<file path="src/rtl/irq_unit.sv">
module irq_unit #(
  parameter int DATA_W  = 8,
  parameter int ADDR_W  = 4,
  parameter int N_RATES = 6,
  parameter int HUND_W  = 7,
  parameter int SEC_W   = 6,
  parameter int MIN_W   = 6,
  parameter int HOUR_W  = 6,
  parameter int DATE_W  = 5,
  parameter int MON_W   = 4,
  parameter int YEAR_W  = 7,
  parameter int DOW_W   = 3
) (
  input  logic               clk,
  input  logic               rst_n,
  input  logic               bus_sel,
  input  logic [ADDR_W-1:0]  bus_addr,
  input  logic               bus_wr,
  input  logic               bus_rd,
  input  logic [DATA_W-1:0]  bus_wdata,
  output logic [DATA_W-1:0]  bus_rdata,
  input  logic               pwr_fail,
  input  logic [N_RATES-1:0] tick,
  input  logic [HUND_W-1:0]  now_hund,
  input  logic [SEC_W-1:0]   now_sec,
  input  logic [MIN_W-1:0]   now_min,
  input  logic [HOUR_W-1:0]  now_hour,
  input  logic [DATE_W-1:0]  now_date,
  input  logic [MON_W-1:0]   now_month,
  input  logic [YEAR_W-1:0]  now_year,
  input  logic [DOW_W-1:0]   now_dow,
  output logic               irq_n
);
  localparam logic [ADDR_W-1:0] A_HUND  = ADDR_W'(0);
  localparam logic [ADDR_W-1:0] A_SEC   = ADDR_W'(1);
  localparam logic [ADDR_W-1:0] A_MIN   = ADDR_W'(2);
  localparam logic [ADDR_W-1:0] A_HOUR  = ADDR_W'(3);
  localparam logic [ADDR_W-1:0] A_DATE  = ADDR_W'(4);
  localparam logic [ADDR_W-1:0] A_MONTH = ADDR_W'(5);
  localparam logic [ADDR_W-1:0] A_YEAR  = ADDR_W'(6);
  localparam logic [ADDR_W-1:0] A_DOW   = ADDR_W'(7);
  localparam logic [ADDR_W-1:0] A_CTRL  = ADDR_W'(8);
  localparam logic [ADDR_W-1:0] A_STAT  = ADDR_W'(9);
  localparam int RATE_W = 3;

  logic [HUND_W-1:0]  al_hund;
  logic [SEC_W-1:0]   al_sec;
  logic [MIN_W-1:0]   al_min;
  logic [HOUR_W-1:0]  al_hour;
  logic [DATE_W-1:0]  al_date;
  logic [MON_W-1:0]   al_month;
  logic [YEAR_W-1:0]  al_year;
  logic [DOW_W-1:0]   al_dow;
  logic [DATA_W-1:0]  ctrl_q;
  logic [1:0]         status_q;

  logic bus_ok, wr_en, rd_en, stat_clr;
  logic per_hit, alarm_eq, alarm_hit;
  logic [RATE_W-1:0] rate;
  logic [1:0] src_en;

  assign bus_ok   = bus_sel & ~pwr_fail;
  assign wr_en    = bus_ok & bus_wr;
  assign rd_en    = bus_ok & bus_rd;
  assign stat_clr = rd_en & (bus_addr == A_STAT);
  assign rate     = ctrl_q[RATE_W-1:0];
  assign src_en   = {ctrl_q[4], ctrl_q[3]};

  always_ff @(posedge clk or negedge rst_n) begin
    if (!rst_n) begin
      al_hund  <= '0;
      al_sec   <= '0;
      al_min   <= '0;
      al_hour  <= '0;
      al_date  <= '0;
      al_month <= '0;
      al_year  <= '0;
      al_dow   <= '0;
      ctrl_q   <= '0;
    end else if (wr_en) begin
      case (bus_addr)
        A_HUND:  al_hund  <= bus_wdata[HUND_W-1:0];
        A_SEC:   al_sec   <= bus_wdata[SEC_W-1:0];
        A_MIN:   al_min   <= bus_wdata[MIN_W-1:0];
        A_HOUR:  al_hour  <= bus_wdata[HOUR_W-1:0];
        A_DATE:  al_date  <= bus_wdata[DATE_W-1:0];
        A_MONTH: al_month <= bus_wdata[MON_W-1:0];
        A_YEAR:  al_year  <= bus_wdata[YEAR_W-1:0];
        A_DOW:   al_dow   <= bus_wdata[DOW_W-1:0];
        A_CTRL:  ctrl_q   <= bus_wdata;
        default: ;
      endcase
    end
  end

  always_comb begin
    per_hit = 1'b0;
    for (int i = 0; i < N_RATES; i++)
      if (rate == RATE_W'(i)) per_hit = tick[i];
  end

  assign alarm_eq = (now_hund == al_hund) && (now_sec == al_sec) &&
                    (now_min == al_min) && (now_hour == al_hour) &&
                    (now_date == al_date) && (now_month == al_month) &&
                    (now_year == al_year) && (now_dow == al_dow);
  assign alarm_hit = tick[0] & alarm_eq;

  always_ff @(posedge clk or negedge rst_n) begin
    if (!rst_n) status_q <= '0;
    else        status_q <= (status_q & ~{2{stat_clr}}) | {alarm_hit, per_hit};
  end

  assign irq_n = ~|(status_q & src_en);

  always_comb begin
    bus_rdata = '0;
    if (rd_en) begin
      case (bus_addr)
        A_HUND:  bus_rdata = DATA_W'(al_hund);
        A_SEC:   bus_rdata = DATA_W'(al_sec);
        A_MIN:   bus_rdata = DATA_W'(al_min);
        A_HOUR:  bus_rdata = DATA_W'(al_hour);
        A_DATE:  bus_rdata = DATA_W'(al_date);
        A_MONTH: bus_rdata = DATA_W'(al_month);
        A_YEAR:  bus_rdata = DATA_W'(al_year);
        A_DOW:   bus_rdata = DATA_W'(al_dow);
        A_CTRL:  bus_rdata = ctrl_q;
        A_STAT:  bus_rdata = DATA_W'(status_q);
        default: bus_rdata = '0;
      endcase
    end
  end
endmodule

</file>
<file path="config.mk">
export PLATFORM = sky130hd
export DESIGN_NAME = irq_unit
export DESIGN_NICKNAME = d
export VERILOG_FILES = /design/src/rtl/irq_unit.sv
export SDC_FILE = /design/constraint.sdc
export NUM_CORES = 1
export LEC_CHECK = 0
export ABC_AREA = 1
export CAP_MARGIN = 20
export CELL_PAD_IN_SITES_DETAIL_PLACEMENT = 0
export CELL_PAD_IN_SITES_GLOBAL_PLACEMENT = 1
export CORE_AREA = 2 2 126 79
export CTS_BUF_LIST = sky130_fd_sc_hd__clkbuf_2
export DETAILED_ROUTE_END_ITERATION = 6
export DIE_AREA = 0 0 128 81
export MAX_ROUTING_LAYER = met4
export PLACE_DENSITY_LB_ADDON = 0.25
export SKIP_CTS_REPAIR_TIMING = 1
export SYNTH_ARGS = -nofsm -noshare
export SYNTH_HDL_FRONTEND = slang
export SYNTH_SLANG_ARGS = --single-unit
</file>
<file path="constraint.sdc">
create_clock -name clk -period 2.76 [get_ports clk]
set_input_delay 0.276 -clock clk [delete_from_list [all_inputs] [get_ports clk]]
set_output_delay 0.276 -clock clk [all_outputs]
set_load 0.02 [all_outputs]
</file>
==> summary.md <==
| Metric | Value |
|---|---|
| Worst setup EP type | output pin |
| Synth cell types | 29 |
| Fin cells | 751 |
| Final slew viol count | 0 |
| First-pass GRT wire length | 17.57 mm |
| Via count | 3585 |
| Worst-Margin Slew | 0.6276 ns |
| Clock period minus worst slack | 2.615 ns |
| Nets | between 600 and 700 |
| Crit path max fanout | 6 |
| Diode count | 0 |
| Routability Congestion | between 0.9 and 1 |
| Max-Cap Viols | 0 |
| Cell area after synthesis | about 3500 um2 |
| Largest net degree at the start of global routing | 31 |
| Net Count, Synth | 617 |
| Detail Placement HPWL | 9.017 mm |
| Most frequent cells in the layout | nand2_1, inv_1, clkdlybuf4s50_1, dfrtp_1, o21ai_0 |
| Relative max-transition margin | 0.5816 |
| Hold Path Class | input port to asynchronous set/reset pin |
| Die Y | about 81 um |
| Final std cell area, no fill | about 4500 um2 |
| Post-route clock period utilization | 0.9474 |
| Seq cells post-synth | 54 |
| WP data required | between 2 and 2.5 ns |
| Root Driver | clkbuf_2 |
| Area after DPL | approximately 4400 um2 |
| RSZ-0062 raised after global routing | no |
| Core Rows | 28 |
| Register area share after synthesis | 0.3868 |
| Drt pass-1 iters | 5 |
| Antenna violations before repair | 0 |
| Status | finished, final reports clean |
| Setup crit start kind | input port |
| Placeable Area | around 9400 um2 |
| Cell Pwr Density | 413.1 nW/um2 |
| Clk_lat worst skew | between 0.4 and 0.5 ns |
| Static leakage | 2.268 nW |
| Mapped Cells | 549 |
| Congestion Overflow GR | 0 |
| CTS tree | built |
| Fin util | 0.4745 |
| Post-route setup TNS | 0 ns |
| Total power draw | 1.840 mW |
| Final WL | between 10 and 15 mm |
| CTS Buffer Depth | 2 |
| Final setup fails | 0 |
| Most common cell after layout, fill and taps aside | nand2_1 |
| Effective utilization at floorplan | 0.3721 |
| CP Data Arrival Time | around 2.3 ns |
| Max VDD drop | 0.0002100 V |
| Synth warn | 0 |
| Via density | 4.774 |
| Final Skew | approximately 0.0064 ns |
| DIE AREA | 10370 um2 |
| Remaining routing DRC violations | 0 |
| Fmax | 382.4 MHz |
| H-Tree Depth | 2 |
| Vias in the first global route | roughly 3300 |
| Avg WL per Cell | 15.06 um |
| I/O pin count | 77 |
| Dpl cells | 742 |
| PortBufs | 76 |
| TritonCTS Sinks | 54 |
| GRT Overall Usage | 0.2339 |
| CP Class | input port to output pin |
| Syn Area/Cell | 6.363 um2 |
| ANT nets after route | 0 |
| Final Hold Viols | 0 |
| Clk slew on worst S/H paths | 0.27 ns |
| Layout cells sized above 1 | 0.05547 |
| Die X | 128 um |
| CTS buffer count | 5 |
| P&R area growth vs syn | 27.54% |
| Initial DRC count | 254 |
## cell usage after synthesis
cell type	number	area (um2)
a21oi_1	3	15.01
buf_2	2	10.01
buf_4	2	15.01
buf_6	2	22.52
clkinv_1	1	3.750
clkinv_4	1	8.760
dfrtp_1	54	1351
inv_1	108	405.4
inv_2	1	3.750
mux2_4	1	15.01
nand2_1	216	810.8
nand2_2	1	6.260
nand2_4	1	11.26
nand3_1	10	50.05
nand3_2	1	10.01
nand3b_1	1	7.510
nor2_1	48	180.2
nor2_2	2	12.51
nor2_4	4	45.04
nor3_1	4	20.02
nor3b_1	1	7.510
o211ai_1	2	15.01
o21ai_0	53	265.3
o21ai_1	7	35.03
o21ai_2	7	61.31
o221ai_1	1	8.760
o22ai_1	13	81.33
or2_2	1	6.260
xnor2_1	1	8.760
## critical path: stages
cell and delay, ns:
clkdlybuf4s50_1 0.61, inv_2 0.07, nor2_2 0.15, nand2_2 0.13, clkinv_4 0.10, nand2_1 0.05, o21ai_0 0.09, nor2_1 0.07
nand3_1 0.07, nand2_1 0.05, inv_1 0.07, clkdlybuf4s50_1 0.61
## layout make-up
type	count	area [um2]
Fill cell	1032	4933
Multi-Input combinational cell	378	1688
Sequential cell	54	1351
Timing Repair Buffer	80	808.3
Inverter	111	421.7
Tap cell	120	150.1
Clock buffer	5	25.02
Clock inverter	3	11.26
## registers in the layout (all words and copies together) (netlist names)
register	flops
ctrl_q	8
al_dow	3
al_date	5
status_q	2
al_hund	7
al_min	6
al_hour	6
al_year	7
al_month	4
al_sec	6
## worst paths after layout
kind / startpoint / cells after the start / slack (ns) / end
setup / recovery: bus_addr[3] / 12 / 0.15 / bus_rdata[0]
hold / removal: rst_n / 2 / 0.30 / al_hour[5]
setup reg to reg: al_min[0] / 10 / 1.34 / status_q[1]
hold reg to reg: al_date[2] / 2 / 0.52 / al_date[2]
max in group asynchronous: rst_n / 3 / 1.87 / ctrl_q[3]
min in group clk: bus_addr[2] / 5 / 0.33 / status_q[1]
## stage by stage
stage	setup WS (ns)	hold slack [ns]
finish	0.1452	0.3004
global route	0.006885	0.3335
CTS	-0.01864	-0.2379
detailed placement	-0.006496	0.3250
global placement	0.01549	0.3181
floorplan	1.275	-0.01959
## logic make-up (layout without fill, tap and decap cells)
logic type | after synthesis | after routing | synth area share
AND/OR/NAND/NOR | 290 | 290 | 0.3342
buffers and inverters | 117 | 199 | 0.1343
AO/OA/AOI/OAI | 86 | 86 | 0.1379
flip-flops | 54 | 54 | 0.3868
XOR/XNOR | 1 | 1 | 0.002508
multiplexers | 1 | 1 | 0.004297
## power breakdown
part | leakage (nW) | switching (mW) | total (mW) | internal, mW
Sequential | 0.697 | 0.0863 | 0.983 | 0.897
Clock | 0.0255 | 0.263 | 0.317 | 0.0540
Combinational | 1.55 | 0.308 | 0.540 | 0.232
## per-layer routing
| metal | global-route usage | vias up | wire [um] |
|---|---|---|---|
| met5 | - | - | 0 |
| met4 | 0.04066 | 0 | 91 |
| met3 | 0.03557 | 9 | 662 |
| met2 | 0.3348 | 101 | 4560 |
| met1 | 0.3522 | 1645 | 5997 |
| li1 | - | 1830 | - |
Power figures use the tool's default switching activity.
